**src/rtl/spi03_pkg.sv**
```systemverilog
package spi03_pkg;
  // Quarter-bit phases of one serial bit; each phase lasts one divider enable.
  typedef enum logic [1:0] {PH_A, PH_B, PH_C, PH_D} phase_t;
  localparam int TICKS_PER_BIT = 4;
endpackage

```
**src/rtl/spi03_tick_gen.sv**
```systemverilog
module spi03_tick_gen #(
  parameter int INT_W  = 16,
  parameter int FRAC_W = 8
) (
  input  logic              clk,
  input  logic              rst,
  input  logic              clr,
  input  logic              run,
  input  logic [INT_W-1:0]  div_int,
  input  logic [FRAC_W-1:0] div_frac,
  output logic              tick
);
  localparam int ACC_W = INT_W + FRAC_W + 1;
  localparam logic [ACC_W-1:0] ONE = ACC_W'(1) << FRAC_W;

  logic [ACC_W-1:0] acc_q;
  logic [ACC_W-1:0] sum;
  logic [ACC_W-1:0] div_full;

  assign div_full = {1'b0, div_int, div_frac};
  assign sum      = acc_q + ONE;

  // Accumulate one unit per core cycle; emit an enable whenever the divisor is reached.
  always_ff @(posedge clk) begin
    if (rst || clr || !run) begin
      acc_q <= '0;
      tick  <= 1'b0;
    end else if (sum >= div_full) begin
      acc_q <= sum - div_full;
      tick  <= 1'b1;
    end else begin
      acc_q <= sum;
      tick  <= 1'b0;
    end
  end
endmodule

```
**src/rtl/spi03_fifo.sv**
```systemverilog
module spi03_fifo #(
  parameter int WIDTH = 8,
  parameter int DEPTH = 4
) (
  input  logic             clk,
  input  logic             rst,
  input  logic             clr,
  input  logic             push,
  input  logic [WIDTH-1:0] din,
  input  logic             pop,
  output logic [WIDTH-1:0] dout,
  output logic             full,
  output logic             empty
);
  // DEPTH is a power of two; pointers carry one wrap bit.
  localparam int AW = (DEPTH > 1) ? $clog2(DEPTH) : 1;

  logic [WIDTH-1:0] mem [DEPTH];
  logic [AW:0] wr_q, rd_q;

  assign empty = (wr_q == rd_q);
  assign full  = (wr_q[AW] != rd_q[AW]) && (wr_q[AW-1:0] == rd_q[AW-1:0]);
  assign dout  = mem[rd_q[AW-1:0]];

  always_ff @(posedge clk) begin
    if (push && !full) mem[wr_q[AW-1:0]] <= din;
  end

  always_ff @(posedge clk) begin
    if (rst || clr) begin
      wr_q <= '0;
      rd_q <= '0;
    end else begin
      if (push && !full) wr_q <= wr_q + 1'b1;
      if (pop && !empty) rd_q <= rd_q + 1'b1;
    end
  end
endmodule

```
**src/rtl/spi03_shifter.sv**
```systemverilog
module spi03_shifter import spi03_pkg::*; #(
  parameter int WORD_W = 8
) (
  input  logic              clk,
  input  logic              rst,
  input  logic              clr,
  input  logic              run,
  input  logic              cpol,
  input  logic              tick,
  input  logic              tx_avail,
  input  logic [WORD_W-1:0] tx_word,
  output logic              tx_take,
  input  logic              miso,
  output logic              rx_put,
  output logic [WORD_W-1:0] rx_word,
  output logic              active,
  output logic              sclk,
  output logic              mosi
);
  localparam int BIT_W = (WORD_W > 1) ? $clog2(WORD_W) : 1;
  localparam logic [BIT_W-1:0] LAST_BIT = BIT_W'(WORD_W - 1);

  phase_t            ph_q;
  logic [BIT_W-1:0]  bit_q;
  logic [WORD_W-1:0] sh_q;
  logic              hold_q;
  logic              step;
  logic              at_boundary;
  logic              sample_now;

  assign step        = tick && run;
  assign at_boundary = !active || (ph_q == PH_D && bit_q == LAST_BIT);
  assign tx_take     = step && at_boundary && tx_avail;
  // Mode 0 captures on entering phase C, mode 3 on entering phase D.
  assign sample_now  = step && active && (cpol ? (ph_q == PH_C) : (ph_q == PH_B));
  assign rx_put      = sample_now && (bit_q == LAST_BIT);
  assign rx_word     = {sh_q[WORD_W-2:0], miso};

  always_ff @(posedge clk) begin
    if (rst) begin
      active <= 1'b0;
      ph_q   <= PH_A;
      bit_q  <= '0;
      sh_q   <= '0;
      hold_q <= 1'b0;
      sclk   <= 1'b0;
      mosi   <= 1'b0;
    end else if (clr) begin
      active <= 1'b0;
      ph_q   <= PH_A;
      bit_q  <= '0;
      sh_q   <= '0;
      hold_q <= 1'b0;
      sclk   <= cpol;
      mosi   <= 1'b0;
    end else if (step && at_boundary) begin
      if (tx_avail) begin
        active <= 1'b1;
        ph_q   <= PH_A;
        bit_q  <= '0;
        sh_q   <= tx_word;
        if (cpol) begin
          sclk   <= 1'b1;
          hold_q <= tx_word[WORD_W-1];
        end else begin
          sclk <= 1'b0;
          mosi <= tx_word[WORD_W-1];
        end
      end else begin
        active <= 1'b0;
        sclk   <= cpol;
      end
    end else if (step) begin
      unique case (ph_q)
        PH_A: begin
          ph_q <= PH_B;
          if (cpol) begin
            sclk <= 1'b0;
            mosi <= hold_q;
          end
        end
        PH_B: begin
          ph_q <= PH_C;
          if (!cpol) begin
            sclk <= 1'b1;
            sh_q <= rx_word;
          end
        end
        PH_C: begin
          ph_q <= PH_D;
          if (cpol) begin
            sclk <= 1'b1;
            sh_q <= rx_word;
          end
        end
        PH_D: begin
          ph_q  <= PH_A;
          bit_q <= bit_q + 1'b1;
          if (cpol) begin
            sclk   <= 1'b1;
            hold_q <= sh_q[WORD_W-1];
          end else begin
            sclk <= 1'b0;
            mosi <= sh_q[WORD_W-1];
          end
        end
      endcase
    end else if (!active) begin
      sclk <= cpol;
    end
  end
endmodule

```
**src/rtl/spi_m03_engine.sv**
```systemverilog
module spi_m03_engine #(
  parameter int WORD_W     = 8,
  parameter int FIFO_DEPTH = 4,
  parameter int MAX_AHEAD  = 4,
  parameter int DIV_INT_W  = 16,
  parameter int DIV_FRAC_W = 8
) (
  input  logic                  clk,
  input  logic                  rst,
  input  logic                  cfg_write,
  input  logic [1:0]            cfg_mode,
  input  logic                  cfg_lsb_first,
  input  logic [5:0]            cfg_word_bits,
  input  logic                  cfg_target,
  input  logic                  cfg_loopback,
  input  logic                  cfg_half_duplex,
  input  logic [1:0]            cfg_lanes,
  input  logic [DIV_INT_W-1:0]  cfg_div_int,
  input  logic [DIV_FRAC_W-1:0] cfg_div_frac,
  output logic                  cfg_ok,
  output logic                  cfg_err,
  input  logic                  flush,
  input  logic                  tx_push,
  input  logic [WORD_W-1:0]     tx_data,
  output logic                  tx_full,
  input  logic                  rx_pop,
  output logic [WORD_W-1:0]     rx_data,
  output logic                  rx_empty,
  output logic                  busy,
  output logic                  sclk,
  output logic                  mosi,
  input  logic                  miso
);
  localparam int CNT_W = $clog2(MAX_AHEAD + 1);

  logic                  mode3_q;
  logic [DIV_INT_W-1:0]  div_int_q;
  logic [DIV_FRAC_W-1:0] div_frac_q;
  logic                  cfg_valid;
  logic                  clr;
  logic [CNT_W-1:0]      ahead_q;
  logic                  push_ok, pop_ok;
  logic                  txf_full, txf_empty, rxf_full;
  logic [WORD_W-1:0]     txf_head;
  logic                  tick, tx_take, rx_put, eng_active;
  logic [WORD_W-1:0]     rx_word;

  assign cfg_valid = ((cfg_mode == 2'd0) || (cfg_mode == 2'd3)) && !cfg_lsb_first &&
                     (cfg_word_bits == 6'(WORD_W)) && !cfg_target && !cfg_loopback &&
                     !cfg_half_duplex && (cfg_lanes == 2'd0) && (cfg_div_int != '0);
  assign clr = flush || cfg_write;

  always_ff @(posedge clk) begin
    if (rst) begin
      cfg_ok     <= 1'b0;
      cfg_err    <= 1'b0;
      mode3_q    <= 1'b0;
      div_int_q  <= '0;
      div_frac_q <= '0;
    end else if (cfg_write) begin
      cfg_ok  <= cfg_valid;
      cfg_err <= !cfg_valid;
      if (cfg_valid) begin
        mode3_q    <= cfg_mode[0];
        div_int_q  <= cfg_div_int;
        div_frac_q <= cfg_div_frac;
      end
    end
  end

  // Bytes written but not yet read back.
  assign tx_full = (ahead_q == CNT_W'(MAX_AHEAD)) || txf_full;
  assign push_ok = tx_push && !tx_full;
  assign pop_ok  = rx_pop && !rx_empty;

  always_ff @(posedge clk) begin
    if (rst || clr) ahead_q <= '0;
    else if (push_ok && !pop_ok) ahead_q <= ahead_q + 1'b1;
    else if (pop_ok && !push_ok) ahead_q <= ahead_q - 1'b1;
  end

  assign busy = eng_active || !txf_empty;

  spi03_tick_gen #(.INT_W(DIV_INT_W), .FRAC_W(DIV_FRAC_W)) i_tick (
    .clk(clk), .rst(rst), .clr(clr), .run(cfg_ok),
    .div_int(div_int_q), .div_frac(div_frac_q), .tick(tick)
  );

  spi03_fifo #(.WIDTH(WORD_W), .DEPTH(FIFO_DEPTH)) i_txq (
    .clk(clk), .rst(rst), .clr(clr), .push(push_ok), .din(tx_data),
    .pop(tx_take), .dout(txf_head), .full(txf_full), .empty(txf_empty)
  );

  spi03_fifo #(.WIDTH(WORD_W), .DEPTH(FIFO_DEPTH)) i_rxq (
    .clk(clk), .rst(rst), .clr(clr), .push(rx_put), .din(rx_word),
    .pop(pop_ok), .dout(rx_data), .full(rxf_full), .empty(rx_empty)
  );

  spi03_shifter #(.WORD_W(WORD_W)) i_shift (
    .clk(clk), .rst(rst), .clr(clr), .run(cfg_ok), .cpol(mode3_q), .tick(tick),
    .tx_avail(!txf_empty), .tx_word(txf_head), .tx_take(tx_take),
    .miso(miso), .rx_put(rx_put), .rx_word(rx_word), .active(eng_active),
    .sclk(sclk), .mosi(mosi)
  );
endmodule

```
**config.mk**
```make
export PLATFORM = sky130hd
export DESIGN_NAME = spi_m03_engine
export DESIGN_NICKNAME = d
export VERILOG_FILES = /design/src/rtl/spi03_pkg.sv /design/src/rtl/spi03_tick_gen.sv /design/src/rtl/spi03_fifo.sv /design/src/rtl/spi03_shifter.sv /design/src/rtl/spi_m03_engine.sv
export SDC_FILE = /design/constraint.sdc
export NUM_CORES = 1
export LEC_CHECK = 0
export BUFFER_PORTS_ARGS = -buffer_cell sky130_fd_sc_hd__buf_2
export CORE_MARGIN = 8
export CORE_UTILIZATION = 50
export DETAILED_ROUTE_END_ITERATION = 12
export PLACE_DENSITY = 0.71
export SLEW_MARGIN = 20
export SYNTH_ARGS = -nofsm -noshare
export SYNTH_HDL_FRONTEND = slang
export SYNTH_SLANG_ARGS = --single-unit
```
**constraint.sdc**
```tcl
create_clock -name clk -period 3.7 [get_ports clk]
set_input_delay 0.185 -clock clk [delete_from_list [all_inputs] [get_ports clk]]
set_output_delay 0.185 -clock clk [all_outputs]
set_load 0.01 [all_outputs]
```
==> results.py <==
metrics = {
    "floorplanning": {
        "dieWidth_microns": 141,
        "io_pins": 68,
        "coreArea_sq_mm": 0.0153,
        "die_area_sq_mm": 0.0199,
        "die_h_microns": 141,
        "initial_core_util": 0.514,
        "rows": 45,
    },
    "yosys": {
        "yosysMostFrequentCell": "nand2_1",
        "synth_edf_count": 64,
        "yosysWarningCount": 0,
        "syn_nets": 879,
        "synthTopCellsByCount": "nand2_1, dfxtp_1, nor2_1",
        "yosysSeqAreaShare": 0.472,
        "ys_ff_latch": 153,
        "synth.distinct_cells": 60,
        "synth_top_area_cell": "edfxtp_1",
        "syn-cell-area_sq_mm": 0.00784,
        "synth_flop_cell": "dfxtp_1",
        "syn_avg_cell_area_sq_um": 10.0,
        "synthCells": 782,
        "ys_top_cells_by_area": "edfxtp_1, dfxtp_1, ha_1",
        "yosysTopAreaCellShare": 0.245,
        "async_reset_ff_frac": 0,
    },
    "setup_path": {
        "path_class": "reg2reg",
        "path_cells": "ha_2 -> nand3_2 -> or3_4 -> nor2_1 -> xor2_1 -> ha_1 -> nand3_1 -> nor4_1 -> and3_1 -> a2111oi_2 -> buf_4 -> o31a_1 -> or3_1 -> a21oi_1",
        "crit_family": "simple AND/OR/NAND/NOR gates",
        "cp_slowest_cell": "a2111oi_2",
        "critPathArrivalTime_ns": 3.73,
        "max_stage_delay_ns": 0.51,
        "crit_path_start_kind": "flop",
        "critPathBufInv": 1,
        "critPathMaxFanout": 5,
        "critPathCaptureType": "flop",
        "worstPathRequired_ns": 3.99,
    },
    "sta": {
        "timing.final.setup_violations": 0,
        "finalHoldViolCount": 0,
        "min_period_ns": 3.43,
        "fmax_ghz": 0.291,
        "finClkSkew_ns": 0.0207,
        "setup_tns_ns": 0,
        "worst_pin_slew_ns": 0.941,
        "slew_headroom": 0.369,
        "fin_crit_sh": 0.928,
        "rsz0062_at_grt": "false",
        "slew_violations": 0,
    },
    "clock_tree": {
        "clock_latency_ns": 0.44,
        "clk_pin_slew_worst_paths_ns": 0.07,
        "root_buffer": "clkbuf_16",
        "cts.sinks": 153,
        "max-clock-path-buffers": 2,
        "cts_buffers": 17,
        "cts_tree": "done",
        "htreeDepth": 4,
    },
    "grt": {
        "grt-ovfl-total": 0,
        "grt_max_degree": 34,
        "grt_util_all_layers": 0.175,
        "grt_pass1_wl_mm": 27.9,
        "antenna_found_initial": 0,
        "grt_pass1_vias": 5695,
    },
    "detailed_routing": {
        "dr.pass1.iters": 6,
        "dr_total_vias": 5764,
        "viasPerCell": 5.21,
        "drt_iter0_drc": 380,
        "drc": 0,
        "final_antenna_net_count": 0,
        "totalWireLength_mm": 16.8,
        "wl_per_cell_microns": 15.2,
    },
    "final_layout": {
        "drive_above_1_share": 0.175,
        "nets": 979,
        "n_antenna_cell": 0,
        "syn2layout_area_growth_pct": 19.0,
        "fillers": 1275,
        "final-seq-area_sq_mm": 0.00370,
        "multi_input_area_sq_mm": 0.00385,
    },
    "power_and_ir_drop": {
        "p_leak_nw": 3.85,
        "p_total_mw": 3.61,
        "vdd_drop_max_mv": 0.338,
        "cellPowerDensity_mw_per_mm2": 386,
    },
    "placed_design": {
        "numPortBuffers": 67,
        "dp_hpwl_mm": 12.1,
        "place_congestion": 0.919,
    },
    "worst_hold_path": {
        "worstHoldPathType": "in2reg",
    },
    "job": {
        "max_cap_viol_count": 0,
    },
    "run_status": {
        "status": "finished clean",
    },
}
-- final timing paths --
| kind | startpoint | to | slack (ns) | cells after the start |
|---|---|---|---|---|
| worst max-delay path | i_tick.acc_q[9]$_SDFF_PP0_ | i_tick.acc_q[24]$_SDFF_PP0_ | 0.27 | 14 |
| worst min-delay path | cfg_div_int[0] | div_int_q[0]$_SDFFE_PP0P_ | 0.02 | 3 |
| worst max register to register | i_tick.acc_q[9]$_SDFF_PP0_ | i_tick.acc_q[24]$_SDFF_PP0_ | 0.27 | 14 |
| worst min register to register | div_int_q[3]$_SDFFE_PP0P_ | div_int_q[3]$_SDFFE_PP0P_ | 0.45 | 2 |
-- logic make-up (layout without fill, tap and decap cells) --
kind of cell / Yosys count / in the layout / share of synthesized area
mux: 48 / 48 / 0.0868
compound gates: 134 / 134 / 0.116
flops: 153 / 153 / 0.472
fa+ha+maj: 44 / 44 / 0.0721
xor+xnor: 50 / 50 / 0.0568
simple gates: 278 / 278 / 0.157
buf+inv: 75 / 188 / 0.0394
-- flip-flops by register name, summed over array words and instances (netlist names), named ones only --
signal / count
i_shift.ph_q: 2
i_shift.bit_q: 3
i_rxq.rd_q: 3
i_shift.sclk: 1
i_shift.mosi: 1
mode3_q: 1
i_shift.sh_q: 8
i_shift.hold_q: 1
i_txq.mem: 32
i_shift.active: 1
i_tick.acc_q: 25
i_rxq.wr_q: 3
i_tick.tick: 1
cfg_err: 1
cfg_ok: 1
i_rxq.mem: 32
div_int_q: 16
i_txq.rd_q: 3
div_frac_q: 8
ahead_q: 3
i_txq.wr_q: 3
-- layout make-up --
| type | count | area share |
|---|---|---|
| multi-input combinational | 554 | 0.413 |
| sequential | 153 | 0.397 |
| timing repair buffer | 111 | 0.0787 |
| clock buffer | 17 | 0.0456 |
| tap | 211 | 0.0283 |
| clock inverter | 15 | 0.0194 |
| inverter | 45 | 0.0181 |
-- worst min-delay path, stage by stage --
cell	delay, ns
buf_2	0.09
a22oi_1	0.07
nor2_1	0.07
-- layer usage --
metal	wire, microns	vias up	global-route usage
met1	8040	2708	0.224
met3	677	7	0.0533
met2	7940	98	0.282
met4	116	0	0.0447
met5	0	-	0
li1	-	2951	-
-- placed cells by master (no fill, tap or decap), drive strengths merged, types with 32 or more instances in the layout --
cell type and n:
nand2 117, dfxtp 89, buf 85, nor2 84
edfxtp 64, a21oi 61, inv 55, ha 42
mux2i 32
-- power breakdown --
part | total [mW] | switching (mW) | internal (mW)
Clock | 1.74 | 0.819 | 0.923
Combinational | 0.101 | 0.0467 | 0.0540
Sequential | 1.76 | 0.00388 | 1.76
Total | 3.61 | 0.870 | 2.74
-- repair_timing --
action,4_1_cts,5_1_grt
buffers inserted,0,1
hold buffers,26,0
gates resized for setup,1,7
endpoints found under the hold margin,50,0
setup endpoints to repair,3,24
pin swaps,0,3
-- stage by stage --
step	cell area (sq um)	util	setup WS, ns	hold WS (ns)	std cells
floorplan	7840	-	0.161	0.284	782
global placement	8430	0.552	0.141	0.402	1047
detailed placement	8430	0.552	0.00204	0.401	1047
CTS	9300	0.610	0.0797	0.000266	1105
global route	9330	0.612	0.0138	0.00819	1106
finish	9330	0.612	0.265	0.0238	1106
Power figures use the tool's default switching activity.
